--- src/rtl/sdcmd_pkg.sv ---
package sdcmd_pkg;
    typedef enum logic [2:0] {
        CMD_DESEL = 3'd0,
        CMD_NOP   = 3'd1,
        CMD_MRS   = 3'd2,
        CMD_ACT   = 3'd3,
        CMD_PRE   = 3'd4,
        CMD_OTHER = 3'd5
    } cmd_e;

    typedef enum logic [1:0] {
        BK_IDLE  = 2'd0,
        BK_OPEN  = 2'd1,
        BK_PRECH = 2'd2
    } bank_e;

    typedef enum logic [1:0] {
        MS_UNSET   = 2'd0,
        MS_RECOVER = 2'd1,
        MS_READY   = 2'd2
    } mode_e;

    localparam int FLAG_MRS_BUSY  = 0;
    localparam int FLAG_LOCKOUT   = 1;
    localparam int FLAG_ACT_PRECH = 2;
    localparam int FLAG_ACT_OPEN  = 3;
    localparam int FLAG_UNINIT    = 4;
    localparam int NFLAGS         = 5;
endpackage

--- src/rtl/sdcmd_decode.sv ---
module sdcmd_decode
    import sdcmd_pkg::*;
(
    input  logic cke,
    input  logic cs_n,
    input  logic ras_n,
    input  logic cas_n,
    input  logic we_n,
    output cmd_e cmd
);
    always_comb begin
        cmd = CMD_DESEL;
        if (cke && !cs_n) begin
            unique case ({ras_n, cas_n, we_n})
                3'b111:  cmd = CMD_NOP;
                3'b000:  cmd = CMD_MRS;
                3'b011:  cmd = CMD_ACT;
                3'b010:  cmd = CMD_PRE;
                default: cmd = CMD_OTHER;
            endcase
        end
    end
endmodule

--- src/rtl/sdcmd_mode_ctl.sv ---
module sdcmd_mode_ctl
    import sdcmd_pkg::*;
#(
    parameter int ADDR_W = 14,
    parameter int TRSC   = 2
) (
    input  logic              clk,
    input  logic              rst_n,
    input  cmd_e              cmd,
    input  logic [ADDR_W-1:0] addr,
    input  logic              all_idle,
    output logic              locked,
    output logic              mode_ok,
    output logic [ADDR_W-1:0] mode_word,
    output logic              err_busy,
    output logic              err_lock
);
    localparam int LCW = (TRSC > 1) ? $clog2(TRSC) : 1;
    localparam logic [LCW-1:0] LOCK_LOAD = LCW'(TRSC - 1);

    mode_e          st_q, st_d;
    logic [LCW-1:0] cnt_q, cnt_d;
    logic           take;

    always_ff @(posedge clk or negedge rst_n) begin
        if (!rst_n) begin
            st_q      <= MS_UNSET;
            cnt_q     <= '0;
            mode_word <= '0;
        end else begin
            st_q  <= st_d;
            cnt_q <= cnt_d;
            if (take) mode_word <= addr;
        end
    end

    always_comb begin
        st_d     = st_q;
        cnt_d    = cnt_q;
        take     = 1'b0;
        err_busy = 1'b0;
        err_lock = 1'b0;
        unique case (st_q)
            MS_UNSET, MS_READY: begin
                if (cmd == CMD_MRS) begin
                    if (all_idle) begin
                        take  = 1'b1;
                        cnt_d = LOCK_LOAD;
                        st_d  = (TRSC > 1) ? MS_RECOVER : MS_READY;
                    end else begin
                        err_busy = 1'b1;
                    end
                end
            end
            MS_RECOVER: begin
                err_lock = (cmd != CMD_DESEL) && (cmd != CMD_NOP);
                if (cnt_q <= LCW'(1)) begin
                    st_d  = MS_READY;
                    cnt_d = '0;
                end else begin
                    cnt_d = cnt_q - LCW'(1);
                end
            end
            default: st_d = MS_UNSET;
        endcase
    end

    assign locked  = (st_q == MS_RECOVER);
    assign mode_ok = (st_q != MS_UNSET);

    a_r6_recover_counts: assert property (@(posedge clk) disable iff (!rst_n)
        (st_q == MS_RECOVER) |-> (cnt_q != '0 && cnt_q <= LOCK_LOAD));
    a_r4_mode_kept: assert property (@(posedge clk) disable iff (!rst_n)
        (st_q != MS_UNSET) |=> (st_q != MS_UNSET));
    a_r5_word_held_when_busy: assert property (@(posedge clk) disable iff (!rst_n)
        err_busy |=> $stable(mode_word));
endmodule

--- src/rtl/sdcmd_bank.sv ---
module sdcmd_bank
    import sdcmd_pkg::*;
#(
    parameter int ROW_W = 12,
    parameter int TRP   = 3
) (
    input  logic             clk,
    input  logic             rst_n,
    input  logic             act_hit,
    input  logic             pre_hit,
    input  logic [ROW_W-1:0] row_in,
    output bank_e            state_o,
    output logic [ROW_W-1:0] row_o,
    output logic             err_open,
    output logic             err_prech
);
    localparam int PCW = $clog2(TRP);
    localparam logic [PCW-1:0] PRE_LOAD = PCW'(TRP - 1);

    bank_e          st_q, st_d;
    logic [PCW-1:0] cnt_q, cnt_d;
    logic           load_row;

    always_ff @(posedge clk or negedge rst_n) begin
        if (!rst_n) begin
            st_q  <= BK_IDLE;
            cnt_q <= '0;
            row_o <= '0;
        end else begin
            st_q  <= st_d;
            cnt_q <= cnt_d;
            if (load_row) row_o <= row_in;
        end
    end

    always_comb begin
        st_d      = st_q;
        cnt_d     = cnt_q;
        load_row  = 1'b0;
        err_open  = 1'b0;
        err_prech = 1'b0;
        unique case (st_q)
            BK_IDLE: begin
                if (act_hit) begin
                    st_d     = BK_OPEN;
                    load_row = 1'b1;
                end
            end
            BK_OPEN: begin
                if (act_hit) begin
                    err_open = 1'b1;
                end else if (pre_hit) begin
                    st_d  = BK_PRECH;
                    cnt_d = PRE_LOAD;
                end
            end
            BK_PRECH: begin
                err_prech = act_hit;
                if (cnt_q <= PCW'(1)) begin
                    st_d  = BK_IDLE;
                    cnt_d = '0;
                end else begin
                    cnt_d = cnt_q - PCW'(1);
                end
            end
            default: st_d = BK_IDLE;
        endcase
    end

    assign state_o = st_q;

    a_r8_open_row_held: assert property (@(posedge clk) disable iff (!rst_n)
        (st_q == BK_OPEN && $past(st_q) == BK_OPEN) |-> $stable(row_o));
    a_r10_no_reopen_from_prech: assert property (@(posedge clk) disable iff (!rst_n)
        (st_q == BK_PRECH) |=> (st_q != BK_OPEN));
    a_r10_prech_count_range: assert property (@(posedge clk) disable iff (!rst_n)
        (st_q == BK_PRECH) |-> (cnt_q != '0 && cnt_q <= PRE_LOAD));
endmodule

--- src/rtl/sdram_cmd_monitor.sv ---
module sdram_cmd_monitor
    import sdcmd_pkg::*;
#(
    parameter int ROW_W  = 12,
    parameter int BANK_W = 2,
    parameter int AP_BIT = 10,
    parameter int TRP    = 3,
    parameter int TRSC   = 2
) (
    input  logic                          clk,
    input  logic                          rst_n,
    input  logic                          clear_flags,
    input  logic                          cke,
    input  logic                          cs_n,
    input  logic                          ras_n,
    input  logic                          cas_n,
    input  logic                          we_n,
    input  logic [ROW_W+BANK_W-1:0]       addr,
    output logic [2:0]                    cmd_o,
    output logic [2*(1<<BANK_W)-1:0]      bank_state_o,
    output logic [ROW_W*(1<<BANK_W)-1:0]  open_row_o,
    output logic                          mode_ok_o,
    output logic [ROW_W+BANK_W-1:0]       mode_word_o,
    output logic [NFLAGS-1:0]             flags_o
);
    localparam int ADDR_W = ROW_W + BANK_W;
    localparam int NBANK  = 1 << BANK_W;

    cmd_e              cmd;
    logic              locked, mode_ok, err_busy, err_lock;
    logic              act_go, pre_go, err_uninit;
    logic [BANK_W-1:0] bsel;
    logic [NBANK-1:0]  act_hit, pre_hit, idle_v, err_open_v, err_prech_v;
    logic [NFLAGS-1:0] new_flags;
    bank_e             bst [NBANK];

    sdcmd_decode u_dec (
        .cke(cke), .cs_n(cs_n), .ras_n(ras_n), .cas_n(cas_n), .we_n(we_n), .cmd(cmd)
    );

    sdcmd_mode_ctl #(.ADDR_W(ADDR_W), .TRSC(TRSC)) u_mode (
        .clk(clk), .rst_n(rst_n), .cmd(cmd), .addr(addr), .all_idle(&idle_v),
        .locked(locked), .mode_ok(mode_ok), .mode_word(mode_word_o),
        .err_busy(err_busy), .err_lock(err_lock)
    );

    assign bsel       = addr[ADDR_W-1:ROW_W];
    assign act_go     = (cmd == CMD_ACT) && !locked && mode_ok;
    assign pre_go     = (cmd == CMD_PRE) && !locked && mode_ok;
    assign err_uninit = (cmd == CMD_ACT || cmd == CMD_PRE) && !locked && !mode_ok;

    for (genvar b = 0; b < NBANK; b++) begin : g_bank
        assign act_hit[b] = act_go && (bsel == BANK_W'(b));
        assign pre_hit[b] = pre_go && (addr[AP_BIT] || bsel == BANK_W'(b));

        sdcmd_bank #(.ROW_W(ROW_W), .TRP(TRP)) u_bank (
            .clk(clk), .rst_n(rst_n), .act_hit(act_hit[b]), .pre_hit(pre_hit[b]),
            .row_in(addr[ROW_W-1:0]), .state_o(bst[b]),
            .row_o(open_row_o[b*ROW_W +: ROW_W]),
            .err_open(err_open_v[b]), .err_prech(err_prech_v[b])
        );

        assign idle_v[b]            = (bst[b] == BK_IDLE);
        assign bank_state_o[2*b +: 2] = bst[b];
    end

    always_comb begin
        new_flags                 = '0;
        new_flags[FLAG_MRS_BUSY]  = err_busy;
        new_flags[FLAG_LOCKOUT]   = err_lock;
        new_flags[FLAG_ACT_PRECH] = |err_prech_v;
        new_flags[FLAG_ACT_OPEN]  = |err_open_v;
        new_flags[FLAG_UNINIT]    = err_uninit;
    end

    always_ff @(posedge clk or negedge rst_n) begin
        if (!rst_n) begin
            flags_o <= '0;
            cmd_o   <= CMD_DESEL;
        end else begin
            flags_o <= (clear_flags ? '0 : flags_o) | new_flags;
            cmd_o   <= cmd;
        end
    end

    assign mode_ok_o = mode_ok;

    a_r11_flags_sticky: assert property (@(posedge clk) disable iff (!rst_n)
        !clear_flags |=> ((flags_o & $past(flags_o)) == $past(flags_o)));
    a_r3_idle_before_init: assert property (@(posedge clk) disable iff (!rst_n)
        !mode_ok |-> (&idle_v));
    a_r9_one_bank_per_act: assert property (@(posedge clk) disable iff (!rst_n)
        $onehot0(act_hit));
endmodule

--- config.mk ---
export PLATFORM = sky130hd
export DESIGN_NAME = sdram_cmd_monitor
export DESIGN_NICKNAME = d
export VERILOG_FILES = /design/src/rtl/sdcmd_pkg.sv /design/src/rtl/sdcmd_decode.sv /design/src/rtl/sdcmd_mode_ctl.sv /design/src/rtl/sdcmd_bank.sv /design/src/rtl/sdram_cmd_monitor.sv
export SDC_FILE = /design/constraint.sdc
export NUM_CORES = 1
export LEC_CHECK = 0
export ABC_AREA = 1
export BUFFER_PORTS_ARGS = -buffer_cell sky130_fd_sc_hd__buf_2
export CAP_MARGIN = 20
export CORE_MARGIN = 8
export CORE_UTILIZATION = 48
export CTS_CLUSTER_DIAMETER = 100
export DETAILED_ROUTE_END_ITERATION = 7
export GPL_TIMING_DRIVEN = 0
export PLACE_DENSITY = 0.75
export SYNTH_ARGS = -nofsm -noshare
export SYNTH_HDL_FRONTEND = slang
export SYNTH_HIERARCHICAL = 1
export SYNTH_SLANG_ARGS = --single-unit
export TNS_END_PERCENT = 100
--- constraint.sdc ---
create_clock -name clk -period 1.6 [get_ports clk]
set_input_delay 0.16 -clock clk [delete_from_list [all_inputs] [get_ports clk]]
set_output_delay 0.16 -clock clk [all_outputs]
set_load 0.005 [all_outputs]
Yosys cells after proc, flatten, opt, wreduce, memory -nomap -nowiden --
Cells that the tools add are included.
Storage, ports and cells: register bits after elaboration 89, input port bits 22
Cells by class: bitwise operators 1, order comparisons 5, reduce and logical (&&, ||, !) cells 52, equality and inequality tests 39, $add $sub $neg 5, muxes and demuxes 62
Operator list (count):
- 2-to-1 mux 2 bit | 23
- != test 2 x 1 -> 1 bit (second input constant) | 15
- 2-to-1 mux 1 bit | 26
- one-hot mux 2 bit (3 select lines) | 4
- one-hot mux 2 bit (2 select lines) | 5
- AND reduction 4 bit | 5
- AND reduction 3 bit | 6
- logical AND 1 bit | 16
- equality test 2 bit (second input constant) | 7
- equality test 2 x 1 -> 1 bit (second input constant) | 6
- equality test 3 x 2 -> 1 bit (second input constant) | 4
- logical NOT 2 bit | 6
- one-hot mux 3 bit (4 select lines) | 1
- nonzero test 2 bit | 6
- less-or-equal comparator 2 x 1 -> 1 bit (second input constant) | 4
- != test 2 bit (second input constant) | 4
- OR reduction 4 bit | 2
- subtractor 2 x 1 -> 2 bit (second input constant) | 4
- equality test 3 bit (second input constant) | 2
- logical OR 1 bit | 5
- 2-to-1 mux 5 bit | 1
- OR 5 bit | 1
- logical NOT 1 bit | 3
- logical NOT 3 bit | 1
- 7 further kinds | 7

Longest topological paths before layout --
Gate-level depths: netlist of run 1.
word-level depth 11, depth in mapped cells 14, gate-level depth less buffers 14

Modules after synthesis --
The synthesis of run 1 kept the hierarchy.
By module, submodules not included:
- sdcmd_bank | cells an instance 79, area each 686.9 sq um, times used 4, sequential area each 400.4 sq um
- sdcmd_mode_ctl | cells an instance 82, area each 742.0 sq um, times used 1, sequential area each 400.4 sq um
- sdram_cmd_monitor | cells an instance 55, area each 414.1 sq um, times used 1, sequential area each 200.2 sq um
- sdcmd_decode | cells an instance 15, area each 70.1 sq um, times used 1, sequential area each 0.0 sq um

Least setup slack after synthesis of run 1 --
OpenSTA, ideal clock, no wires.
path kind input to register, start input port cke, end register g_bank[0].u_bank.row_o[10], path buffers 1, library setup time 0.065 ns, data required time 1.535 ns, stages on the path 11, path slack -0.210 ns, data arrival time 1.745 ns, cell sequence inv_1 > nor2_4 > nand2_1 > nor2_1 > nand2_1 > inv_1 > nand3_2 > nor3_1 > buf_4 > nand3_1 > nand2_1
Between the ends: cells in the longest elaborated chain, start to end 8
RTL lines:
- from (decl) | RTL line sdram_cmd_monitor.sv:13 | input logic cke,
- logical AND 1 bit | RTL line sdcmd_decode.sv:13 | if (cke && !cs_n) begin
- 2-to-1 mux 3 bit | RTL line sdcmd_decode.sv:13
- net cmd[1] | RTL line sdram_cmd_monitor.sv:29 | cmd_e cmd;
- equality test 3 x 2 -> 1 bit | RTL line sdram_cmd_monitor.sv:48 | assign act_go = (cmd == CMD_ACT) && !locked && mode_ok;
- logical AND 1 bit (2 in series) | RTL line sdram_cmd_monitor.sv:48
- logical AND 1 bit | RTL line sdram_cmd_monitor.sv:53 | assign act_hit[b] = act_go && (bsel == BANK_W'(b));
- net act_hit[0] | RTL line sdram_cmd_monitor.sv:33 | logic [NBANK-1:0] act_hit, pre_hit, idle_v, err_open_v, err_prech_v;
- 2-to-1 mux 1 bit | RTL line sdcmd_bank.sv:44 | if (act_hit) begin
- 2-to-1 mux 1 bit | RTL line sdcmd_bank.sv:42 | unique case (st_q)
- to (signal assigned) | RTL line sdcmd_bank.sv:32 | if (load_row) row_o <= row_in;
- to (decl) | RTL line sdcmd_bank.sv:13 | output logic [ROW_W-1:0] row_o,
The timed path passes the listed nets, and every way through them passes these cells. A chain may end at the register's enable or synchronous reset.

Final worst setup path of run 1 --
start register u_mode.st_q[0], end register g_bank[3].u_bank.row_o[8]
Between the ends: cells in the longest elaborated chain, start to end 7, elaborated cells on any way between the ends 8, those cells by class 1 x eq/ne; 2 x mux; 5 x reduce/logical
RTL lines:
- from (decl) | RTL line sdcmd_mode_ctl.sv:21 | mode_e st_q, st_d;
- from (signal assigned) | RTL line sdcmd_mode_ctl.sv:31 | st_q <= st_d;
- equality test 2 x 1 -> 1 bit | RTL line sdcmd_mode_ctl.sv:68 | assign locked = (st_q == MS_RECOVER);
- net locked | RTL line sdram_cmd_monitor.sv:30 | logic locked, mode_ok, err_busy, err_lock;
- logical NOT 1 bit | RTL line sdram_cmd_monitor.sv:48
- logical AND 1 bit (2 in series) | RTL line sdram_cmd_monitor.sv:48
- logical AND 1 bit | RTL line sdram_cmd_monitor.sv:53
- net act_hit[3] | RTL line sdram_cmd_monitor.sv:33
- 2-to-1 mux 1 bit | RTL line sdcmd_bank.sv:44
- 2-to-1 mux 1 bit | RTL line sdcmd_bank.sv:42
- to (signal assigned) | RTL line sdcmd_bank.sv:32
- to (decl) | RTL line sdcmd_bank.sv:13
The timed path passes the listed nets, and every way through them passes these cells.

==> results of run 1 <==
through the flow:
step	util [%]	hold WS, ns	setup WS [ns]
6_report	68.57	0.1062	-0.09654
5_1_grt	68.57	0.09858	-0.1551
4_1_cts	61.91	0.09136	-0.01050
3_5_place_dp	57.24	0.1836	-0.4772
3_3_place_gp	56.87	0.4479	-0.4178
2_1_floorplan	-	-0.1356	-0.03147
worst max-delay path: cells and delay by family (launching register included):
kind                   cells  cell delay [ns]
buffers and inverters      3             0.44
DFF                        1             0.44
and+or+nand+nor            7             0.72
how the worst max path moves through the flow:
stage	slack (ns)	start	end	depth (start not counted)
finish	-0.1	u_mode/st_q[0]	g_bank[3].u_bank/row_o[8]	10
CTS	-0.01	u_mode/st_q[0]	g_bank[2].u_bank/row_o[10]	10
detailed placement	-0.48	cs_n	g_bank[2].u_bank/row_o[10]	12
floorplan	-0.03	cke	g_bank[0].u_bank/row_o[10]	12
global placement	-0.42	cs_n	g_bank[2].u_bank/row_o[10]	11
global route	-0.16	u_mode/st_q[0]	g_bank[1].u_bank/row_o[7]	10
cells in the final DEF (no fill, tap or decap), types with 2 or more instances in the layout:
cell / count
dfrtp_2: 6
nand2_8: 4
nand2_4: 7
inv_1: 37
a21oi_1: 9
nor2_2: 7
nand3_1: 54
clkinv_4: 2
buf_8: 4
clkbuf_8: 10
nand4_1: 14
buf_4: 17
inv_4: 2
clkbuf_16: 3
nor2_4: 14
inv_2: 3
nor2_1: 21
buf_2: 100
o21ai_2: 2
o21ai_0: 8
buf_6: 19
nor3_4: 4
nand2_1: 121
dfrtp_1: 82
a21o_1: 2
nand2_2: 46
nand3_4: 3
registers in the layout (all words and copies together) (netlist names):
signal                 cells
g_bank.u_bank/row_o       48
u_mode/mode_word          14
g_bank.u_bank/cnt_q        8
g_bank.u_bank/state_o      8
flags_o                    5
cmd_o                      3
u_mode/st_q                2
logic make-up after synthesis:
kind of cell    count (synthesis)
compound gates                 21
buf+inv                        59
flops                          88
simple gates                  300
timing repair:
item	4_1_cts	5_1_grt
cloned	1	4
resized for setup	19	114
setup endpoints to repair	67	71
pin swaps	8	19
buffers inserted	11	12
hold buffers	1	0
endpoints found under the hold margin	39	0
metal layers:
metal	vias to the layer above	global-route usage, %	part of all wire, %
met3	31	5.819	11
li1	1767	-	-
met2	224	30.55	49
met5	-	0	0.11
met4	2	7.136	2.5
met1	1838	23.03	38
report_power, final:
part           internal, uW  switching, uW
Combinational           586            807
Sequential             2560            268
Clock                   787            860
final cells by class:
type	instances	area share, %
repair buffers	129	15.37
plain buffers	17	3.185
clock inverters	6	1.346
flip-flops and latches	88	39.61
inverters	42	2.916
clock buffers	10	2.467
multi-input cells	321	32.75
well taps	105	2.355
==> summary.txt, run 1 <==
Power
  • Max IR drop VDD: 0.0004543 V
  • Power Total: 5870 uW
  • PwrDens: 1052 nW/um^2
  • LEAKAGE: 0.003093 uW

Clock tree
  • Clock sink count: 88
  • H-tree lvl count: 3
  • Worst-Skew Late Latency: 0.36 ns
  • TritonCTS Buffers: 9
  • Clk root buf: clkbuf_8
  • Maximum root-to-sink buffer count: 2
  • CTS tree: done
  • Reg clk slew, reported paths: 0.10 ns

Critical path
  • R2r endpoint: g_bank[3].u_bank/row_o[8]
  • R2R cell count: 10
  • CP endpoint kind: register
  • Critical Path Start Type: register
  • CP max-delay cell: dfrtp_1
  • R2R Path Start: u_mode/st_q[0]
  • Reg2Reg Setup Slack: -0.1 ns
  • Crit-path max cell delay: 0.44 ns
  • Crit Path Class: reg -> reg
  • Crit path required time: 1.86 ns
  • Cell chain of the critical path: inv_4 > nor2_4 > nor2_4 > nand3_4 > nor3_4 > buf_6 > nand2_8 > clkbuf_16 > nand2_1 > nand2_1
  • Worst Path Max Fanout: 6
  • Crit path arrival time: 1.96 ns

Drt
  • Residual DRC count: 0
  • Routed wire length per instance: 16.88 um
  • DR iter-0 viols: 253
  • DRT Wirelength: 12.12 mm
  • Via density: 5.379
  • DR pass1 iterations: 7
  • Detail Route Antenna Nets: 0
  • Vias: 3862

Synthesis
  • Post-Synth Simple-Gate Area: 34.26%
  • Share of the synthesized area in the top cell type: 55.42%
  • Synthesized flop and latch total: 88
  • Sequential area share after synthesis: 55.42%
  • Synth top area cells: dfrtp_1, nand2_1, nand3_1
  • Post-synth top area cell: dfrtp_1
  • Compound-cell area share of the yosys netlist: 2.771%
  • Largest family of logic cells by synthesized area: simple AND/OR/NAND/NOR gates
  • Multiplexer share of the synthesized area: 0%
  • Synth Area in Adders: 0%
  • XOR/XNOR Fraction of Synth Area: 0%
  • Ys async rst share: 100.0%
  • Synthesized cell area: 3974 um^2
  • Syn Inst Count: 468
  • Top cells by count, synth: nand2_1, dfrtp_1, nand3_1
  • Syn avg cell area: 8.491 um^2
  • Syn_nets: 490
  • Top-count cell post-synth: nand2_1
  • YS warnings: 6
  • Yosys cell types: 21
  • Ys flop type: dfrtp_1
  • EDFF count, synth: 0

Cells and area
  • Multi-input logic area: 1827 um^2
  • Final #Nets: 630
  • Final cell count without fillers: 718
  • Syn-to-layout area delta: 40.37%
  • Flip-flop and latch area: 2210 um^2
  • Post-Layout Inst Area: 5578 um^2
  • ANT cells: 0
  • Filler Cell Count: 582
  • Share of layout cells above drive strength 1: 42.90%

Placed design
  • HPWL after DPL: 7.806 mm
  • # port buffers: 100
  • Post-DP Area: 4656 um^2
  • GPL Wtd Cong: 0.8068
  • Placed Cells: 674

Run
  • Max-Cap Viols: 0

Floorplanning
  • Core area: 8134 um^2
  • Die Y: 107.0 um
  • Initial core utilization: 48.85%
  • Die area: 11450 um^2
  • FP Rows: 33
  • IO Pins: 101
  • Chip Width: 107.0 um

STA
  • Slew HR: 63.65%
  • # setup viols final: 49
  • Final Hold Vio Count: 0
  • Least-Margin Pin Slew: 0.5452 ns
  • Unrepaired setup endpoints after global routing: true
  • Tcrit/Tclk final: 106.0%
  • Fmax: 589.4 MHz
  • Minimum clock period: 1.697 ns
  • Slew Limit Fails: 0
  • TNS Setup: -2.518 ns
  • Setup skew after layout: 0.009737 ns
  • Slack of the critical path: -0.09654 ns

Global route
  • Largest net degree at the start of global routing: 50
  • Antenna violations before repair: 1
  • GRT overflow: 0
  • First-pass GRT wire length: 17.27 mm
  • Vias in the first global route: 3546
  • Gr usage total: 18.83%

Outcome
  • Outcome: complete, but fails checks
  • Failing checks: negative setup slack

Min path
  • HP Class: in -> reg
  • HP Start: addr[0]
  • Worst Hold Depth: 3
  • Hold EP: g_bank[2].u_bank/row_o[0]
(Power assumes the default switching activity.)
==> inputs of run 2 (changes only) <==
Settings changed: SKIP_LAST_GASP set to 1.
==> run 2 against run 1 <==
Net effect: the flow still finishes with violations (negative setup slack); worst hold slack hardly changed; global-route usage did not move; worst setup slack got worse by 0.017 ns; sequential cell count is the same; power fell by 0.24%; register-to-register slack worse by 0.02 ns; fmax shrank 0.98%; non-clock buffer count unchanged; combinational power barely moved; critical path type unchanged; critical endpoint is now g_bank[3].u_bank/row_o[0].
==> summary.txt, run 2 (synthesis results as in run 1) <==
Critical path
  • R2R cell count: 10 (unchanged)
  • Reg2Reg Setup Slack: -0.11 ns (was -0.1 ns)
  • Critical Path Start Type: register (unchanged)
  • Cell chain of the critical path: inv_4 > nor2_4 > nor2_4 > nand3_4 > nor3_4 > buf_6 > nand2_8 > buf_4 > nand2_1 > nand2_1 (was inv_4 > nor2_4 > nor2_4 > nand3_4 > nor3_4 > buf_6 > nand2_8 > clkbuf_16 > nand2_1 > nand2_1)
  • Crit path required time: 1.84 ns (was 1.86 ns)
  • CP max-delay cell: dfrtp_1 (unchanged)
  • Crit-path max cell delay: 0.44 ns (about the same)
  • Crit path arrival time: 1.95 ns (was 1.96 ns)
  • R2r endpoint: g_bank[3].u_bank/row_o[0] (was g_bank[3].u_bank/row_o[8])
  • R2R Path Start: u_mode/st_q[0] (unchanged)
  • Crit Path Class: reg -> reg (unchanged)
  • CP endpoint kind: register (unchanged)
  • Worst Path Max Fanout: 6 (unchanged)

Drt
  • DR pass1 iterations: 4 (was 7)
  • Via density: 5.279 (was 5.379)
  • Residual DRC count: 0 (unchanged)
  • Vias: 3790 (was 3862)
  • Routed wire length per instance: 16.57 um (was 16.88 um)
  • DR iter-0 viols: 275 (was 253)
  • Detail Route Antenna Nets: 0 (unchanged)
  • DRT Wirelength: 11.90 mm (was 12.12 mm)

Min path
  • HP Start: addr[0] (unchanged)
  • Hold EP: g_bank[2].u_bank/row_o[0] (unchanged)
  • HP Class: in -> reg (unchanged)
  • Worst Hold Depth: 3 (unchanged)

STA
  • Least-Margin Pin Slew: 0.5454 ns (was 0.5452 ns)
  • TNS Setup: -2.140 ns (was -2.518 ns)
  • Final Hold Vio Count: 0 (unchanged)
  • Tcrit/Tclk final: 107.1% (was 106.0%)
  • Minimum clock period: 1.713 ns (was 1.697 ns)
  • Slew HR: 63.64% (was 63.65%)
  • Slack of the critical path: -0.1132 ns (was -0.09654 ns)
  • # setup viols final: 48 (was 49)
  • Setup skew after layout: 0.01193 ns (was 0.009737 ns)
  • Slew Limit Fails: 0 (unchanged)
  • Fmax: 583.7 MHz (was 589.4 MHz)
  • Unrepaired setup endpoints after global routing: true (unchanged)

Floorplanning
  • FP Rows: 33 (unchanged)
  • Die area: 11450 um^2 (unchanged)
  • Core area: 8134 um^2 (unchanged)
  • IO Pins: 101 (unchanged)
  • Initial core utilization: 48.85% (unchanged)
  • Chip Width: 107.0 um (unchanged)
  • Die Y: 107.0 um (unchanged)

Cells and area
  • Commonest cells after routing, fill and taps aside: nand2_1, buf_2, dfrtp_1, nand3_1, inv_1 (was nand2_1, buf_2, dfrtp_1, nand3_1, nand2_2)
  • Largest register by flop count: g_bank.u_bank/row_o (unchanged)
  • Syn-to-layout area delta: 39.55% (was 40.37%)
  • Biggest regs: g_bank.u_bank/row_o (48), u_mode/mode_word (14) (unchanged)
  • Finished Core Util: 68.17% (was 68.57%)
  • Final #Nets: 630 (unchanged)
  • Filler Cell Count: 591 (was 582)
  • ANT cells: 0 (unchanged)
  • Most frequent standard cell in the layout excluding fill and tap cells: nand2_1 (unchanged)
  • Final cell count without fillers: 718 (unchanged)
  • Max FFs per register: 48 (unchanged)
  • Post-Layout Inst Area: 5545 um^2 (was 5578 um^2)
  • Share of layout cells above drive strength 1: 40.95% (was 42.90%)

Clock tree
  • Worst-Skew Late Latency: 0.36 ns (about the same)
  • Maximum root-to-sink buffer count: 2 (unchanged)
  • Clock sink count: 88 (unchanged)
  • Clk root buf: clkbuf_8 (unchanged)
  • Reg clk slew, reported paths: 0.10 ns (about the same)
  • TritonCTS Buffers: 9 (unchanged)
  • H-tree lvl count: 3 (unchanged)
  • CTS tree: done (unchanged)

Placed design
  • HPWL after DPL: 7.806 mm (unchanged)
  • GPL Wtd Cong: 0.8068 (unchanged)
  • Placed Cells: 674 (unchanged)
  • Post-DP Area: 4656 um^2 (unchanged)
  • # port buffers: 100 (unchanged)

Global route
  • GRT overflow: 0 (unchanged)
  • Antenna violations before repair: 1 (unchanged)
  • Vias in the first global route: 3546 (unchanged)
  • Gr usage total: 18.83% (unchanged)
  • Largest net degree at the start of global routing: 50 (unchanged)
  • First-pass GRT wire length: 17.27 mm (unchanged)

Power
  • PwrDens: 1056 nW/um^2 (was 1052 nW/um^2)
  • Max IR drop VDD: 0.0004538 V (was 0.0004543 V)
  • Power Total: 5856 uW (was 5870 uW)
  • LEAKAGE: 0.003092 uW (was 0.003093 uW)

Outcome
  • Failing checks: negative setup slack (unchanged)
  • Outcome: complete, but fails checks (unchanged)

Run
  • Max-Cap Viols: 0 (unchanged)
run 2: worst max-delay path, delay by kind of cell, from the launching register on:
kind | cells | cell delay, ns
flops | 1 | 0.44
buf+inv | 3 | 0.42
simple gates | 7 | 0.73
run 2: what timing repair did:
action / CTS / global route
gates resized for setup: 19 / 102
gates cloned: 1 / 4
pin swaps: 8 / 18
endpoints found under the setup margin: 67 / 71
hold buffers: 1 / 0
endpoints found under the hold margin: 39 / 0
setup buffers: 11 / 12
run 2: through the flow:
stage               setup slack (ns)  hold WS [ns]
floorplan                   -0.03147       -0.1356
global placement             -0.4178        0.4479
detailed placement           -0.4772        0.1836
CTS                         -0.01050       0.09136
global route                 -0.1686       0.08968
finish                       -0.1132        0.1061
run 2: worst max-delay path by stage:
stage / start / end / slack [ns]
floorplan: cke / g_bank[0].u_bank/row_o[10] / -0.03
global placement: cs_n / g_bank[2].u_bank/row_o[10] / -0.42
detailed placement: cs_n / g_bank[2].u_bank/row_o[10] / -0.48
CTS: u_mode/st_q[0] / g_bank[2].u_bank/row_o[10] / -0.01
global route: u_mode/st_q[0] / g_bank[3].u_bank/row_o[0] / -0.17
finish: u_mode/st_q[0] / g_bank[3].u_bank/row_o[0] / -0.11
run 2: routing by layer:
metal / global-route usage (%) / routed length (um) / vias to the layer above
li1: - / - / 1765
met1: 23.03 / 4734 / 1836
met2: 30.55 / 5852 / 168
met3: 5.819 / 1091 / 19
met4: 7.136 / 203 / 2
met5: 0 / 13 / -
run 2: cell type report:
cell class,instances,area [um^2],area share [%]
Inverter,42,162.7,2.933
Tap cell,105,131.4,2.369
Multi-Input combinational cell,321,1794,32.36
Buffer,17,177.7,3.204
Clock buffer,10,137.6,2.482
Timing Repair Buffer,129,857.1,15.46
Clock inverter,6,75.07,1.354
Sequential cell,88,2210,39.85
run 2: power breakdown:
group | total [uW] | switching (uW) | internal, uW | leakage (uW)
Sequential | 2830 | 269 | 2560 | 0.00116
Clock | 1640 | 857 | 787 | 0.000105
Combinational | 1380 | 797 | 583 | 0.00183
==> inputs of run 3 (changes only) <==
==> constraint.sdc (replaced) <==
create_clock -name clk -period 1.6 [get_ports clk]
set_input_delay 0 -clock clk [delete_from_list [all_inputs] [get_ports clk]]
set_output_delay 0 -clock clk [all_outputs]
set_load 0.005 [all_outputs]
==> run 3 against run 2 <==
Net effect: the flow still finishes with violations (negative setup slack); clock skew down 0.0019 ns; count of clock-buffer cells in the layout unchanged; power up 0.55%; first-iteration DRC count down 0.36%; clock power about the same; final area up 3.8%; wire length up 4.1%; sequential power about the same; sequential share of layout area down 1.5 points; worst setup slack better by 0.019 ns; critical path type unchanged; largest cell class unchanged; largest power group unchanged; highest routed layer is now met4.
==> summary.txt, run 3 (synthesis results as in run 1) <==
Drt
  • Via density: 5.327 (was 5.279)
  • Vias: 3910 (was 3790)
  • DR pass1 iterations: 5 (was 4)
  • DR iter-0 viols: 274 (was 275)
  • DRT Wirelength: 12.39 mm (was 11.90 mm)
  • Routed wire length per instance: 16.87 um (was 16.57 um)
  • Residual DRC count: 0 (unchanged)
  • Detail Route Antenna Nets: 0 (unchanged)

Outcome
  • Outcome: complete, but fails checks (unchanged)
  • Failing checks: negative setup slack (unchanged)

Power
  • Power Total: 5888 uW (was 5856 uW)
  • Psw: 1953 uW (was 1923 uW)
  • Combinational Power Share: 23.9% (was 23.6%)
  • Sequential power share: 48.2% (was 48.3%)
  • PwrDens: 1023 nW/um^2 (was 1056 nW/um^2)
  • Max IR drop VDD: 0.0004402 V (was 0.0004538 V)
  • Sw Ratio: 33.17% (was 32.85%)
  • Clock share of power: 28.0% (was 28.1%)
  • LEAKAGE: 0.003171 uW (was 0.003092 uW)
  • Internal power: 3935 uW (was 3932 uW)

Critical path
  • Crit Path Class: reg -> reg (unchanged)
  • Critical Path Start: u_mode/st_q[0] (unchanged)
  • CP endpoint kind: register (unchanged)
  • Worst Path Max Fanout: 4 (was 6)
  • Critical Path Start Type: register (unchanged)
  • R2R Path Start: u_mode/st_q[0] (unchanged)
  • Crit path required time: 1.84 ns (about the same)
  • Crit path arrival time: 1.94 ns (was 1.95 ns)

Run
  • Max-Cap Viols: 0 (unchanged)

Floorplanning
  • Die Y: 107.0 um (unchanged)
  • Core area: 8134 um^2 (unchanged)
  • Die area: 11450 um^2 (unchanged)
  • IO Pins: 101 (unchanged)
  • FP Rows: 33 (unchanged)
  • Initial core utilization: 48.85% (unchanged)
  • Chip Width: 107.0 um (unchanged)

Clock tree
  • H-tree lvl count: 3 (unchanged)
  • Reg clk slew, reported paths: 0.09 ns (was 0.10 ns)
  • Worst-Skew Late Latency: 0.36 ns (about the same)
  • CTS tree: done (unchanged)
  • Clk root buf: clkbuf_8 (unchanged)
  • Maximum root-to-sink buffer count: 2 (unchanged)
  • Clock sink count: 88 (unchanged)
  • TritonCTS Buffers: 9 (unchanged)

STA
  • TNS Setup: -2.132 ns (was -2.140 ns)
  • Minimum clock period: 1.694 ns (was 1.713 ns)
  • Unrepaired setup endpoints after global routing: true (unchanged)
  • Hold WS: 0.04717 ns (was 0.1061 ns)
  • Slack of the critical path: -0.09404 ns (was -0.1132 ns)
  • Setup skew after layout: 0.01001 ns (was 0.01193 ns)
  • Least-Margin Pin Slew: 0.5574 ns (was 0.5454 ns)
  • Fmax: 590.3 MHz (was 583.7 MHz)
  • Tcrit/Tclk final: 105.9% (was 107.1%)
  • Final Hold Vio Count: 0 (unchanged)
  • # setup viols final: 46 (was 48)
  • Slew HR: 62.84% (was 63.64%)
  • Slew Limit Fails: 0 (unchanged)

Cells and area
  • Finished Core Util: 70.76% (was 68.17%)
  • ANT cells: 0 (unchanged)
  • Filler Cell Count: 556 (was 591)
  • Biggest regs: g_bank.u_bank/row_o (48), u_mode/mode_word (14) (unchanged)
  • Syn-to-layout area delta: 44.84% (was 39.55%)
  • Share of layout cells above drive strength 1: 40.86% (was 40.95%)
  • Commonest cells after routing, fill and taps aside: nand2_1, buf_2, dfrtp_1, nand3_1, nand2_2 (was nand2_1, buf_2, dfrtp_1, nand3_1, inv_1)
  • Most frequent standard cell in the layout excluding fill and tap cells: nand2_1 (unchanged)
  • Largest register by flop count: g_bank.u_bank/row_o (unchanged)
  • Final #Nets: 646 (was 630)
  • Max FFs per register: 48 (unchanged)

Global route
  • Vias in the first global route: 3568 (was 3546)
  • Antenna violations before repair: 0 (was 1)
  • Largest net degree at the start of global routing: 50 (unchanged)
  • Gr usage total: 19.25% (was 18.83%)
  • First-pass GRT wire length: 17.69 mm (was 17.27 mm)
  • GRT overflow: 0 (unchanged)

Placed design
  • Pre-CTS setup slack: -0.3296 ns (was -0.4772 ns)
  • GPL Wtd Cong: 0.8068 (unchanged)
  • HPWL after DPL: 7.806 mm (unchanged)
  • # port buffers: 100 (unchanged)

Min path
  • HP Class: in -> reg (unchanged)
  • HP Start: cs_n (was addr[0])
run 3: cell count changes in the layout (fill, tap and decap cells not counted), sizes merged:
cell and change:
clkbuf +1, buf -1, dlygate4sd3 +16
run 3: per-layer routing:
| layer | up-vias | track usage (%) | wire length, um | part of all wire, % |
|---|---|---|---|---|
| li1 | 1804 | - | - | - |
| met1 | 1895 | 23.82 | 4824 | 39 |
| met5 | - | 0 | 0 | 0 |
| met2 | 189 | 31.48 | 6149 | 50 |
| met4 | 0 | 6.533 | 258 | 2.1 |
| met3 | 22 | 5.639 | 1154 | 9.3 |
run 3: critical path: stages, from the launching register on:
cell and delay [ns]:
dfrtp_1 0.44, inv_4 0.09, nor2_4 0.05, nor2_4 0.12, nand3_4 0.16, nor3_4 0.23, buf_6 0.16, nand2_8 0.07
buf_6 0.13, nand2_1 0.06, nand2_1 0.06
run 3: timing repair:
item / 4_1_cts / 5_1_grt
hold buffers: 17 / 0
endpoints found under the setup margin: 67 / 70
endpoints found under the hold margin: 106 / 0
setup buffers: 11 / 12
resized for setup: 19 / 114
gates cloned: 1 / 4
pin swaps: 8 / 21
run 3: path summary, 6_finish.rpt:
path                                                to  slack [ns]  cells after the start
setup / recovery             g_bank[3].u_bank/row_o[1]       -0.09                     10
hold / removal                                cmd_o[0]        0.05                      3
setup reg to reg             g_bank[3].u_bank/row_o[1]       -0.09                     10
hold reg to reg              g_bank[1].u_bank/row_o[5]        0.47                      2
max in group asynchronous  g_bank[2].u_bank/state_o[1]        0.77                      3
min in group asynchronous    g_bank[1].u_bank/row_o[4]        0.17                      2
run 3: power by group through the flow:
stage / clock network [uW] / registers [uW] / logic, uW
final: 1650 / 2840 / 1410
after global placement: 0 / 2820 / 1140
after floorplan: 0 / 2810 / 611
after CTS: 1650 / 2810 / 1290
after global routing: 1770 / 2870 / 1560
after detailed placement: 0 / 2840 / 1190
run 3: stage by stage:
step / area (um^2) / cells
after floorplan: 3994 / 468
after global placement: 4626 / 673
after detailed placement: 4656 / 674
after CTS: 5196 / 718
after global routing: 5756 / 734
final: 5756 / 734
run 3: cell type report:
| cell class | count | area (um^2) | area share, % |
|---|---|---|---|
| sequential | 88 | 2206 | 38.33 |
| multi-input combinational | 321 | 1851 | 32.15 |
| timing repair buffer | 145 | 1015 | 17.63 |
| buffer | 17 | 177.7 | 3.087 |
| inverter | 42 | 162.7 | 2.826 |
| clock buffer | 10 | 137.6 | 2.391 |
| tap | 105 | 131.4 | 2.283 |
| clock inverter | 6 | 75.07 | 1.304 |
